==> src/rtl/ecc_ram_pkg.sv <==
package ecc_ram_pkg;
  localparam int DW = 32;
  localparam int HW = 6;
  localparam int CW = HW + 1;
  localparam int CODE_POS = DW + HW;

  localparam logic [5:0] OFS_CTRL    = 6'h08;
  localparam logic [5:0] OFS_DONE    = 6'h0C;
  localparam logic [5:0] OFS_IEN     = 6'h10;
  localparam logic [5:0] OFS_IEN_SET = 6'h14;
  localparam logic [5:0] OFS_IEN_CLR = 6'h18;
  localparam logic [5:0] OFS_IMODE   = 6'h1C;
  localparam logic [5:0] OFS_ISTAT   = 6'h20;

  localparam int START_BIT = 16;
  localparam int DBE_BIT   = 8;

  typedef struct packed {
    logic [DW-1:0] data;
    logic          sbe;
    logic          dbe;
  } dec_t;

  // Hamming positions 1..CODE_POS, parity at powers of two, plus overall parity in top bit
  function automatic logic [CW-1:0] ecc_enc(input logic [DW-1:0] d);
    logic [HW-1:0] h;
    int idx;
    h   = '0;
    idx = 0;
    for (int pos = 1; pos <= CODE_POS; pos++) begin
      if ((pos & (pos - 1)) != 0) begin
        for (int k = 0; k < HW; k++)
          if (pos[k]) h[k] = h[k] ^ d[idx[4:0]];
        idx++;
      end
    end
    return {(^d) ^ (^h), h};
  endfunction

  function automatic dec_t ecc_dec(input logic [DW-1:0] d, input logic [CW-1:0] c);
    dec_t r;
    logic [CW-1:0] e;
    logic [HW-1:0] syn;
    logic par;
    int idx;
    e   = ecc_enc(d);
    syn = e[HW-1:0] ^ c[HW-1:0];
    par = ^{d, c};
    r.data = d;
    r.sbe  = par;
    r.dbe  = !par && (syn != '0);
    idx = 0;
    for (int pos = 1; pos <= CODE_POS; pos++) begin
      if ((pos & (pos - 1)) != 0) begin
        if (par && syn == pos[HW-1:0]) r.data[idx[4:0]] = ~d[idx[4:0]];
        idx++;
      end
    end
    return r;
  endfunction
endpackage

==> src/rtl/ecc_ram_port.sv <==
module ecc_ram_port
  import ecc_ram_pkg::*;
#(
  parameter int DEPTH = 16,
  parameter int AW    = $clog2(DEPTH)
) (
  input  logic          clk_i,
  input  logic          rst_ni,
  input  logic          ecc_en_i,
  input  logic          init_start_i,
  input  logic          req_i,
  input  logic          we_i,
  input  logic [AW-1:0] addr_i,
  input  logic [DW-1:0] wdata_i,
  output logic          ready_o,
  output logic          rvalid_o,
  output logic [DW-1:0] rdata_o,
  output logic          sbe_o,
  output logic          dbe_o,
  output logic          done_o
);
  localparam int WW = DW + CW;
  localparam logic [AW-1:0] LAST = AW'(DEPTH - 1);

  logic [WW-1:0] mem_q [DEPTH];
  logic [WW-1:0] rd_q;
  logic          busy_q, done_q, rvalid_q;
  logic [AW-1:0] iaddr_q;
  logic          acc;
  dec_t          dec;

  assign acc = req_i && !busy_q;

  always_ff @(posedge clk_i or negedge rst_ni) begin
    if (!rst_ni) begin
      busy_q  <= 1'b0;
      done_q  <= 1'b0;
      iaddr_q <= '0;
    end else if (init_start_i && !busy_q) begin
      busy_q  <= 1'b1;
      done_q  <= 1'b0;
      iaddr_q <= '0;
    end else if (busy_q) begin
      iaddr_q <= iaddr_q + 1'b1;
      if (iaddr_q == LAST) begin
        busy_q <= 1'b0;
        done_q <= 1'b1;
      end
    end
  end

  // ECC off: data bits only, stored check bits kept
  always_ff @(posedge clk_i) begin
    if (busy_q) mem_q[iaddr_q] <= '0;
    else if (acc && we_i)
      mem_q[addr_i] <= ecc_en_i ? {ecc_enc(wdata_i), wdata_i}
                                : {mem_q[addr_i][WW-1:DW], wdata_i};
  end

  always_ff @(posedge clk_i or negedge rst_ni) begin
    if (!rst_ni) begin
      rvalid_q <= 1'b0;
      rd_q     <= '0;
    end else begin
      rvalid_q <= acc && !we_i;
      if (acc && !we_i) rd_q <= mem_q[addr_i];
    end
  end

  assign dec      = ecc_dec(rd_q[DW-1:0], rd_q[WW-1:DW]);
  assign rdata_o  = ecc_en_i ? dec.data : rd_q[DW-1:0];
  assign sbe_o    = rvalid_q && ecc_en_i && dec.sbe;
  assign dbe_o    = rvalid_q && ecc_en_i && dec.dbe;
  assign rvalid_o = rvalid_q;
  assign ready_o  = !busy_q;
  assign done_o   = done_q;
endmodule

==> src/rtl/ecc_ram_regs.sv <==
module ecc_ram_regs
  import ecc_ram_pkg::*;
#(
  parameter int NP = 2
) (
  input  logic          clk_i,
  input  logic          rst_ni,
  input  logic          reg_we_i,
  input  logic [5:0]    reg_addr_i,
  input  logic [DW-1:0] reg_wdata_i,
  output logic [DW-1:0] reg_rdata_o,
  input  logic [NP-1:0] done_i,
  input  logic [NP-1:0] sbe_i,
  input  logic [NP-1:0] dbe_i,
  output logic [NP-1:0] ecc_en_o,
  output logic [NP-1:0] init_start_o,
  output logic          irq_o
);
  logic [NP-1:0] ecc_en_q, sbe_pend_q, dbe_pend_q, sbe_clr, dbe_clr;
  logic          ien_q, imode_q, retrig_q;
  logic          wr_ctrl, wr_istat;
  logic          unused_wdata;

  assign wr_ctrl  = reg_we_i && reg_addr_i == OFS_CTRL;
  assign wr_istat = reg_we_i && reg_addr_i == OFS_ISTAT;
  assign unused_wdata = ^reg_wdata_i;

  for (genvar p = 0; p < NP; p++) begin : g_bits
    assign init_start_o[p] = wr_ctrl && reg_wdata_i[START_BIT + p];
    assign sbe_clr[p]      = wr_istat && reg_wdata_i[p];
    assign dbe_clr[p]      = wr_istat && reg_wdata_i[DBE_BIT + p];
  end

  always_ff @(posedge clk_i or negedge rst_ni) begin
    if (!rst_ni) begin
      ecc_en_q   <= '0;
      ien_q      <= 1'b0;
      imode_q    <= 1'b0;
      sbe_pend_q <= '0;
      dbe_pend_q <= '0;
      retrig_q   <= 1'b0;
    end else begin
      if (wr_ctrl) ecc_en_q <= reg_wdata_i[NP-1:0];
      if (reg_we_i && reg_addr_i == OFS_IEN) ien_q <= reg_wdata_i[0];
      else if (reg_we_i && reg_addr_i == OFS_IEN_SET && reg_wdata_i[0]) ien_q <= 1'b1;
      else if (reg_we_i && reg_addr_i == OFS_IEN_CLR && reg_wdata_i[0]) ien_q <= 1'b0;
      if (reg_we_i && reg_addr_i == OFS_IMODE) imode_q <= reg_wdata_i[0];
      // new event wins over a same-cycle clear
      sbe_pend_q <= (sbe_pend_q & ~sbe_clr) | sbe_i;
      dbe_pend_q <= (dbe_pend_q & ~dbe_clr) | dbe_i;
      retrig_q   <= imode_q && ien_q && |(sbe_i & sbe_pend_q);
    end
  end

  assign irq_o    = ((ien_q && |sbe_pend_q) || |dbe_pend_q) && !retrig_q;
  assign ecc_en_o = ecc_en_q;

  always_comb begin
    reg_rdata_o = '0;
    unique case (reg_addr_i)
      OFS_CTRL:  reg_rdata_o[NP-1:0] = ecc_en_q;
      OFS_DONE:  for (int p = 0; p < NP; p++) reg_rdata_o[8*p] = done_i[p];
      OFS_IEN:   reg_rdata_o[0] = ien_q;
      OFS_IMODE: reg_rdata_o[0] = imode_q;
      OFS_ISTAT: begin
        reg_rdata_o[NP-1:0]              = sbe_pend_q;
        reg_rdata_o[DBE_BIT +: NP]       = dbe_pend_q;
      end
      default:   reg_rdata_o = '0;
    endcase
  end
endmodule

==> src/rtl/ecc_ram.sv <==
module ecc_ram
  import ecc_ram_pkg::*;
#(
  parameter int NUM_PORTS = 2,
  parameter int DEPTH     = 16,
  parameter int ADDR_W    = $clog2(DEPTH)
) (
  input  logic                             clk_i,
  input  logic                             rst_ni,
  input  logic                             reg_we_i,
  input  logic [5:0]                       reg_addr_i,
  input  logic [31:0]                      reg_wdata_i,
  output logic [31:0]                      reg_rdata_o,
  input  logic [NUM_PORTS-1:0]             req_i,
  input  logic [NUM_PORTS-1:0]             we_i,
  input  logic [NUM_PORTS-1:0][ADDR_W-1:0] addr_i,
  input  logic [NUM_PORTS-1:0][31:0]       wdata_i,
  output logic [NUM_PORTS-1:0]             ready_o,
  output logic [NUM_PORTS-1:0]             rvalid_o,
  output logic [NUM_PORTS-1:0][31:0]       rdata_o,
  output logic                             irq_o
);
  logic [NUM_PORTS-1:0] ecc_en, init_start, done, sbe, dbe;

  for (genvar p = 0; p < NUM_PORTS; p++) begin : g_port
    ecc_ram_port #(.DEPTH(DEPTH), .AW(ADDR_W)) u_port (
      .clk_i        (clk_i),
      .rst_ni       (rst_ni),
      .ecc_en_i     (ecc_en[p]),
      .init_start_i (init_start[p]),
      .req_i        (req_i[p]),
      .we_i         (we_i[p]),
      .addr_i       (addr_i[p]),
      .wdata_i      (wdata_i[p]),
      .ready_o      (ready_o[p]),
      .rvalid_o     (rvalid_o[p]),
      .rdata_o      (rdata_o[p]),
      .sbe_o        (sbe[p]),
      .dbe_o        (dbe[p]),
      .done_o       (done[p])
    );
  end

  ecc_ram_regs #(.NP(NUM_PORTS)) u_regs (
    .clk_i        (clk_i),
    .rst_ni       (rst_ni),
    .reg_we_i     (reg_we_i),
    .reg_addr_i   (reg_addr_i),
    .reg_wdata_i  (reg_wdata_i),
    .reg_rdata_o  (reg_rdata_o),
    .done_i       (done),
    .sbe_i        (sbe),
    .dbe_i        (dbe),
    .ecc_en_o     (ecc_en),
    .init_start_o (init_start),
    .irq_o        (irq_o)
  );
endmodule

==> config.mk <==
export PLATFORM = sky130hd
export DESIGN_NAME = ecc_ram
export DESIGN_NICKNAME = d
export VERILOG_FILES = /design/src/rtl/ecc_ram_pkg.sv /design/src/rtl/ecc_ram_port.sv /design/src/rtl/ecc_ram_regs.sv /design/src/rtl/ecc_ram.sv
export SDC_FILE = /design/constraint.sdc
export NUM_CORES = 1
export LEC_CHECK = 0
export BUFFER_PORTS_ARGS = -buffer_cell sky130_fd_sc_hd__buf_4
export CAP_MARGIN = 20
export CORE_MARGIN = 2
export CORE_UTILIZATION = 55
export CTS_CLUSTER_SIZE = 12
export DETAILED_ROUTE_END_ITERATION = 16
export PLACE_DENSITY_LB_ADDON = 0.05
export SYNTH_ARGS = -nofsm -noshare
export SYNTH_HDL_FRONTEND = slang
export SYNTH_SLANG_ARGS = --single-unit
==> constraint.sdc <==
create_clock -name clk_i -period 3.5 [get_ports clk_i]
set_input_delay 0.525 -clock clk_i [delete_from_list [all_inputs] [get_ports clk_i]]
set_output_delay 0.525 -clock clk_i [all_outputs]
set_load 0.02 [all_outputs]
# --- After elaboration in Yosys (flattened, before gate mapping) ---
# Memory sizes are Yosys's and may differ from the RTL's.
# Cells that the tools add are included.
totals:
  ff_bits: 101
  latchBits: 0
  ram_bits: 1248
  mem_bits_ro: 0
  in_bits: 117
  wordCells: 1704
  memories: 2
memory_table:
  columns: ["name", "words", "word_bits", "rd", "rd_ports_with_merged_regs", "wr", "line", "source"]
  rows:
  - ["g_port[0].u_port.mem_q", 16, 39, 1, 0, 1, "ecc_ram_port.sv:25", "logic [WW-1:0] mem_q [DEPTH];"]
  - ["g_port[1].u_port.mem_q", 16, 39, 1, 0, 1, "ecc_ram_port.sv:25", null]
classes:
  n_addsub: 62
  n_mul: 0
  div_mod_pow: 0
  magnitude_cmp: 62
  eq_ne: 73
  shifts: 0
  n_mux: 952
  bitwise_logic: 411
  reduce_logical: 126
op_table:
  columns: ["op", "count"]
  rows:
  - ["5-bit 2-to-1 mux", 130]
  - ["1-bit 2-to-1 mux", 599]
  - ["5-bit by 6-bit less-than comparator with 1-bit output, second input constant", 62]
  - ["1-bit XOR", 338]
  - ["1-bit binary-select mux with 5-bit select", 62]
  - ["5-bit by 2-bit adder with 5-bit output, second input constant", 60]
  - ["6-bit by 5-bit equality test with 1-bit output, second input constant", 34]
  - ["39-bit 2-to-1 mux", 4]
  - ["32-bit 2-to-1 mux", 4]
  - ["2-bit 2-to-1 mux", 58]
  - ["1-bit logical AND", 98]
  - ["6-bit by 4-bit equality test with 1-bit output, second input constant", 16]
  - ["6-bit equality test, second input constant", 13]
  - ["39-bit OR reduction", 2]
  - ["39-bit XOR reduction", 2]
  - ["4-bit 2-to-1 mux", 18]
  - ["3-bit 2-to-1 mux", 22]
  - ["1-bit NOT", 64]
  - ["32-bit XOR reduction", 2]
  - ["31-bit 2-to-1 mux", 2]
  - ["30-bit 2-to-1 mux", 2]
  - ["29-bit 2-to-1 mux", 2]
  - ["28-bit 2-to-1 mux", 2]
  - ["27-bit 2-to-1 mux", 2]
  - ["39 further kinds", 88]

# --- Logic depth before layout (Yosys ltp) ---
# Gate-level depths: netlist (run 1).
logic_depth:
  ltp_word: 130
  ltp_mapped: 9
  mapped_depth_nobuf: 7

# --- By module ---
# Synthesis (run 1) repeated with hierarchy kept, for this count alone.
hier_totals:
  hier_cells: 2839
  area_unflattened_um2: 56088.8
modules_own_cells:
  columns: ["module", "instances", "cells_each", "area_each_um2"]
  rows:
  - ["ecc_ram_port (g_port[0].u_port)", 1, 1381, 27707.8]
  - ["ecc_ram_port (g_port[1].u_port)", 1, 1375, 27605.2]
  - ["ecc_ram_regs", 1, 83, 775.7]

# --- Worst setup path before layout (run 1) ---
# Ideal clock, no wire load.
synth_timing:
  kind: "input to register"
  startpoint: "input port addr_i[4] (netlist name)"
  endpoint: "memory g_port[1].u_port.mem_q[13][0] (netlist name) (enable)"
  t_arrival_ns: 3.687
  setup_slack_ns: -0.623
  cell_stages: 6
  path_cell_list: "clkbuf_1 -> buf_1 -> clkbuf_1 -> nand2_1 -> o32a_1 -> nor2_1"
synth_between:
  elab_chain_cells: 1
synth_rtl:
  columns: ["item", "line", "source"]
  rows:
  - ["start: declaration", "ecc_ram.sv:16", "input logic [NUM_PORTS-1:0][ADDR_W-1:0] addr_i,"]
  - ["4-bit 2-to-1 mux (no line)", null, null]
  - ["end: declaration", "ecc_ram_port.sv:25", null]
# Every way passes these cells.

==> results of run 1 <==
## path summary, 6_finish.rpt
kind | slack, ns | depth (start not counted) | startpoint | endpoint
max in group asynchronous | 2.49 | 3 | rst_ni | g_port[1].u_port.rd_q[6]
min | 0.07 | 4 | reg_wdata_i[9] | u_regs.dbe_pend_q[1]
max | -0.76 | 11 | g_port[0].u_port.rd_q[1] | rdata_o[21]
min in group asynchronous | 0.30 | 2 | rst_ni | g_port[0].u_port.rd_q[7]
min reg2reg | 0.50 | 2 | g_port[0].u_port.rd_q[34] | g_port[0].u_port.rd_q[34]
max reg2reg | 0.72 | 7 | g_port[0].u_port.busy_q | g_port[0].u_port.mem_q[6][20]
## layer usage
layer  track usage [%]  share of wire [%]  vias to the layer above
met5                 0                  0                        -
met4              7.34                2.1                        0
met3              7.07                9.5                      197
met2              40.4                 45                     1192
met1              42.3                 43                    15400
li1                  -                  -                    12000
## timing repair
action	4_1_cts	5_1_grt
gates resized for setup	175	79
setup endpoints to repair	64	64
gates cloned	2	0
hold buffers	4	0
buffers inserted	7	15
pin swaps	72	36
hold endpoints to repair	54	0
## power by group through the flow
stage          clock (mW)  combinational [mW]  sequential, mW
5_1_grt              14.9                19.3            19.2
4_1_cts              14.2                15.9            19.1
2_1_floorplan           0                7.72            19.3
3_5_place_dp            0                12.4            19.4
3_3_place_gp            0                12.2            19.4
6_report             14.0                18.4            19.1
## final cells by class
type	count	area (um2)	area share [%]
antenna	4	10.0	0.0152
clock buffer	183	3880	5.88
clock inverter	56	405	0.615
inverter	13	48.8	0.0740
multi-input combinational	1333	16400	24.9
sequential	1349	40000	60.7
tap	1357	1700	2.58
timing repair buffer	386	3430	5.20
## cells in the mapped netlist (2+ instances only)
| library cell | n |
|---|---|
| a22oi_1 | 2 |
| a221oi_1 | 11 |
| a22o_1 | 12 |
| a21o_1 | 2 |
| nand2_1 | 273 |
| or3_1 | 2 |
| nor3_2 | 6 |
| a32oi_1 | 4 |
| nor4_1 | 7 |
| ha_1 | 2 |
| clkbuf_1 | 97 |
| o21ai_0 | 26 |
| a31oi_1 | 4 |
| inv_1 | 9 |
| edfxtp_1 | 1248 |
| buf_1 | 32 |
| mux4_2 | 379 |
| and2_1 | 67 |
| o32a_1 | 4 |
| xnor2_1 | 169 |
| and3_1 | 11 |
| nor3_1 | 47 |
| nor2b_1 | 9 |
| clkinv_1 | 3 |
| xnor3_1 | 40 |
| nor2_1 | 71 |
| a211oi_1 | 3 |
| buf_4 | 32 |
| nand2b_1 | 3 |
| xor3_1 | 5 |
| nor3b_1 | 4 |
| a21oi_1 | 22 |
| dfrtp_1 | 101 |
| xor2_1 | 95 |
| mux2_2 | 2 |
| nand3_1 | 15 |
## stage by stage
stage / hold slack [ns] / area (um2) / setup TNS (ns)
finish: 0.0665 / 65900 / -35.73
floorplan: 0.229 / 55900 / -240.22
global placement: 0.468 / 60100 / -0.00613
CTS: 0.0218 / 65400 / -37.34
detailed placement: 0.478 / 60100 / -2.89
global route: 0.0538 / 65900 / -44.14
## kinds of logic (layout without fill, tap and decap cells)
group,after synthesis,count (layout)
compound gates,93,93
xor+xnor,311,311
fa+ha+maj,2,2
buf+inv,175,638
flops,1349,1349
mux,381,381
other cells,1,32
simple gates,518,518
## flip-flops by register name, indices dropped and copies added (netlist names)
signal and count:
g_port.u_port.rd_q 78, g_port.u_port.iaddr_q 8, u_regs.ecc_en_o 2, u_regs.retrig_q 1, u_regs.dbe_pend_q 2, g_port.u_port.done_o 2
u_regs.ien_q 1, u_regs.sbe_pend_q 2, u_regs.imode_q 1, g_port.u_port.mem_q 1248, g_port.u_port.busy_q 2, g_port.u_port.rvalid_o 2
## worst max-delay path: cells and delay by family, from the launching register on
kind	cells	cell delay, ns
xor gates and xnor gates	5	1.49
DFF	1	0.49
and+or+nand+nor	2	0.35
buffers and inverters	4	0.66
==> metrics.md, run 1 <==
| Metric | Value |
|---|---|
| Max FO, Critical Path | `4` |
| Total gr overflow | `0` |
| Design internal power | `~34 mW` |
| Xor-xnor portion of the synthesized cell area | `between 6 and 7%` |
| Max_cap viols | `0` |
| Full die area | `between 100,000 and 150,000 um2` |
| Wire per inst | `29.9 um` |
| Dpl cells | `~4.4k` |
| Post-synth cell types | `47` |
| WL final | `roughly 140,000 um` |
| Gate Count Post-Synth | `roughly 2.8k` |
| ANT nets after route | `0` |
| Synth top area share | `around 67%` |
| Overall power | `slightly above 50 mW` |
| Post-Syn Area | `roughly 56,000 um2` |
| Critical path class | `reg2out` |
| Vias per cell | `just over 6` |
| Sequential power share | `37.1%` |
| Outcome | `finished, violations left` |
| Synth async-reset ratio | `7.49%` |
| H-tree depth | `4` |
| Total CTS buffers | `approximately 140` |
| GRT Overall Usage | `between 20% and 30%` |
| Failing checks | `negative setup slack` |
| Worst-path cell chain | `xnor2_2, xnor2_2, xnor3_1, xnor3_2, buf_4, buf_6, nor4_1, buf_4, nand2_1, xnor2_2, buf_4` |
| Final WS setup | `-0.756 ns` |
| Via count | `around 29k` |
| Clk_lat worst skew | `0.74 ns` |
| Mux share of post-synthesis cell area | `roughly 15%` |
| Slew @ Worst Pin | `about 1.0 ns` |
| Vias in the first global route | `slightly below 30k` |
| Simple-gate area share of the yosys netlist | `4.19%` |
| Clk network pwr share | `27.2%` |
| First-pass GRT wire length | `around 200,000 um` |
| Area contributors post-synth | `edfxtp_1, mux4_2, dfrtp_1` |
| Largest net degree at the start of global routing | `77` |
| Worst setup EP type | `primary output` |
| CTS max path bufs | `3` |
| DP HPWL | `roughly 84,000 um` |
| Fin. Hold Viols | `0` |
| # IOs | `between 200 and 250` |
| Fin cells | `around 4.7k` |
| Commonest non-fill, non-tap cells in the layout | `edfxtp_1, mux4_2, buf_4, nand2_1, clkbuf_16` |
| Largest family of logic cells by synthesized area | `multiplexers` |
| Pre-antenna DRT Iters | `5` |
| Final nets | `about 3.3k` |
| Drt drc | `0` |
| Min-delay worst type | `in2reg` |
| Post-Syn Area per Cell | `between 15 and 20 um2` |
| Clock sinks | `between 1k and 1.5k` |
| Clock skew | `about 0.021 ns` |
| Slew Limit Fails | `0` |
| Final setup vio count | `64` |
| Switching Power | `17.6 mW` |
| Synth Warn # | `0` |
| IO buf count | `around 160` |
| Starting density of the core | `about 56%` |
| CTS root buf | `clkbuf_16` |
| Seq/Total Area, Yosys | `71.8%` |
| Pwr dens | `just under 800 nW/um2` |
| Commonest non-fill, non-tap cell in the layout | `edfxtp_1` |
| F_max | `roughly 230 MHz` |
| Initial DRC Count | `approximately 3.1k` |
| DP Worst Slack | `-0.172 ns` |
| CP max stage delay | `0.49 ns` |
| Critical Path AT | `~3.7 ns` |
| Leading area contributor after synthesis | `edfxtp_1` |
| Sw frac | `34.2%` |
| Top_reg_cell synth | `edfxtp_1` |
| Die width | `322 um` |
| Filler cell count | `approximately 6.7k` |
| Synth Area in Compound Gates | `roughly 1.1%` |
| # rows | `around 120` |
| GPL Wtd Cong | `between 0.9 and 1` |
| Slowest cell on crit path | `dfrtp_2` |
| #FFs+latches synth | `about 1.3k` |
| Adder-cell area share of the yosys netlist | `0.0449%` |
| Tmin final | `between 4 and 5 ns` |
| Initial antenna violation count | `4` |
| Area added between synthesis and finish | `18.4%` |
| Unrepaired setup endpoints after global routing | `yes` |
| Die Span Y | `about 320 um` |
| Reg clk slew, reported paths | `around 0.060 ns` |
| Relative slew slack | `between 30% and 40%` |
| Number of synthesized flops with an enable pin | `1,248` |
| Worst endpoint required time | `about 3.0 ns` |
| Final Util | `65.7%` |
| Logic pwr share | `a little over a third` |
| VDD IR max | `around 2.2 mV` |
| Crit share post-route | `122%` |
| CTS tree | `yes` |
| Worst setup SP type | `flip-flop` |
| Ratio of cells with drive above 1 in the final layout | `34.6%` |
| P_leak | `between 20 and 25 nW` |
| Core area | `~100,000 um2` |
Power figures use the tool's default switching activity.
==> run 2: changes to the inputs <==
Settings changed: TNS_END_PERCENT from default to 5.
==> run 2 against run 1 <==
Net effect:
- the flow still finishes with violations (negative setup slack)
- first-iteration DRC count up 3.9%
- critical path depth down 3
- clock-buffer cell count up 9
- die area unchanged
- largest cell class unchanged
==> metrics.md, run 2 (synthesis gave the netlist of run 1 again) <==
| Metric | Value |
|---|---|
| Overall power | `just under 50 mW` |
| Final setup vio count | `64` |
| F_max | `about 230 MHz` |
| Max FFs per register | `~1.2k` |
| Core area | `between 100,000 and 150,000 um2` |
| Reg clk slew, reported paths | `around 0.060 ns` |
| Worst setup SP type | `flip-flop` |
| Biggest register | `g_port.u_port.mem_q` |
| Commonest non-fill, non-tap cells in the layout | `edfxtp_1, mux4_2, buf_4, nand2_1, xnor2_1` |
| DP Area | `about 60,000 um2` |
| Starting density of the core | `~56%` |
| Commonest non-fill, non-tap cell in the layout | `edfxtp_1` |
| Worst setup EP type | `primary output` |
| Switching Power | `between 15 and 20 mW` |
| Final Util | `64.7%` |
| Largest net degree at the start of global routing | `96` |
| Tmin final | `roughly 4.4 ns` |
| Total CTS buffers | `between 100 and 150` |
| Design area | `around 65,000 um2` |
| Outcome | `finished, violations left` |
| Full die area | `~100,000 um2` |
| P_leak | `between 20 and 25 nW` |
| CTS tree | `yes` |
| # IOs | `roughly 220` |
| Max FO, Critical Path | `6` |
| Die width | `~320 um` |
| Clk network pwr share | `29.4%` |
| Min-delay worst type | `in2reg` |
| Worst endpoint required time | `about 3.0 ns` |
| Top Registers | `g_port.u_port.mem_q x1248, g_port.u_port.rd_q x78, g_port.u_port.iaddr_q x8` |
| IO buf count | `~160` |
| Max_cap viols | `0` |
| Vias per cell | `roughly 6` |
| Clock sinks | `approximately 1.3k` |
| Critical Path AT | `~3.8 ns` |
| Vias in the first global route | `around 29k` |
| Relative slew slack | `roughly a quarter` |
| Sequential power share | `between 30% and 40%` |
| Failing checks | `negative setup slack` |
| WL final | `140,000 um` |
| Slew Limit Fails | `0` |
| VDD IR max | `about 1.3 mV` |
| H-tree depth | `4` |
| Slew @ Worst Pin | `1.13 ns` |
| Area added between synthesis and finish | `16.6%` |
| Sw frac | `about 32%` |
| Final WS setup | `-0.854 ns` |
| Total gr overflow | `0` |
| Initial DRC Count | `3,207` |
| # rows | `116` |
| Logic pwr share | `31.1%` |
| First-pass GRT wire length | `roughly 200,000 um` |
| Crit share post-route | `124%` |
| Fin. Hold Viols | `0` |
| Slowest cell on crit path | `or4_4` |
| DP HPWL | `around 84,000 um` |
| Worst-path cell chain | `xnor2_2, xor3_1, xnor3_1, xnor3_2, or4_4, nor3_2, xor2_1, buf_4` |
| Unrepaired setup endpoints after global routing | `yes` |
| Die Span Y | `322 um` |
| Clk_lat worst skew | `0.74 ns` |
| Pre-antenna DRT Iters | `5` |
| CTS root buf | `clkbuf_16` |
| GPL Wtd Cong | `just over 0.9` |
| Via count | `around 29k` |
| Wire per inst | `between 20 and 30 um` |
| Drt drc | `0` |
| DP Worst Slack | `-0.272 ns` |
| Design internal power | `32.7 mW` |
| Critical path class | `reg2out` |
| Clock skew | `0.0164 ns` |
| CP max stage delay | `0.67 ns` |
| Filler cell count | `around 6.8k` |
| Ratio of cells with drive above 1 in the final layout | `31.3%` |
| Initial antenna violation count | `6` |
| Pwr dens | `between 700 and 800 nW/um2` |
| ANT nets after route | `0` |
| GRT Overall Usage | `27.5%` |
| Final nets | `3,322` |
| CTS max path bufs | `3` |
-- run 2: cell types whose count changed in the layout (fill, tap and decap cells not counted), moves of 17 or more --
cell / delta
buf_6: -21
nor3_1: +19
xnor2_2: -25
nor3_4: -31
xnor2_1: +27
xor2_1: +17
-- run 2: layer usage --
layer | wire length [um] | GRT usage, %
met3 | 12900 | 5.98
met1 | 58800 | 41.9
met4 | 3170 | 7.11
met2 | 64700 | 40.9
met5 | 9 | 0
-- run 2: cell type report --
class | count | area, um2 | area share (%)
sequential | 1349 | 40000 | 61.6
multi-input combinational | 1333 | 15600 | 24.1
clock buffer | 192 | 3810 | 5.87
timing repair buffer | 363 | 3200 | 4.92
tap | 1357 | 1700 | 2.61
clock inverter | 52 | 526 | 0.809
inverter | 13 | 48.8 | 0.0751
antenna | 1 | 2.50 | 0.00385
-- run 2: final timing paths --
check | startpoint | to | slack (ns) | cells after the start
setup / recovery | g_port[0].u_port.rd_q[27] | rdata_o[29] | -0.85 | 8
hold / removal | reg_wdata_i[0] | u_regs.ecc_en_o[0] | 0.06 | 3
setup reg to reg | g_port[1].u_port.busy_q | g_port[1].u_port.mem_q[10][2] | 0.44 | 7
hold reg to reg | g_port[0].u_port.rd_q[32] | g_port[0].u_port.rd_q[32] | 0.51 | 2
max in group asynchronous | rst_ni | g_port[1].u_port.rd_q[22] | 2.44 | 3
min in group asynchronous | rst_ni | g_port[0].u_port.rd_q[28] | 0.24 | 2
-- run 2: what timing repair did --
action | in CTS | in global routing
pin swaps | 25 | 21
buffers inserted | 5 | 4
hold buffers | 2 | 0
hold endpoints to repair | 24 | 0
gates resized for setup | 51 | 25
setup endpoints to repair | 64 | 64
-- run 2: stage by stage --
stage | hold WS, ns | TNS [ns] | std cells
final | 0.0647 | -36.02 | 4660
after global routing | 0.0447 | -44.96 | 4659
after CTS | 0.0326 | -38.57 | 4655
after detailed placement | 0.456 | -2.14 | 4405
after global placement | 0.452 | -1.66 | 4404
after floorplan | 0.229 | -512.99 | 2857
-- run 2: worst max-delay path, delay by kind of cell, from the launching register on --
family                 cells  cell delay, ns
XOR/XNOR                   5            1.59
buffers and inverters      1            0.16
flip-flops                 1            0.43
AND/OR/NAND/NOR            2            0.91
-- run 2: power by group through the flow --
stage | combinational, mW | sequential (mW) | clock (mW)
after detailed placement | 13.3 | 19.4 | 0
final | 15.0 | 19.1 | 14.2
after floorplan | 7.70 | 19.3 | 0
after global routing | 15.8 | 19.2 | 15.0
after CTS | 14.4 | 19.1 | 14.4
after global placement | 13.2 | 19.4 | 0
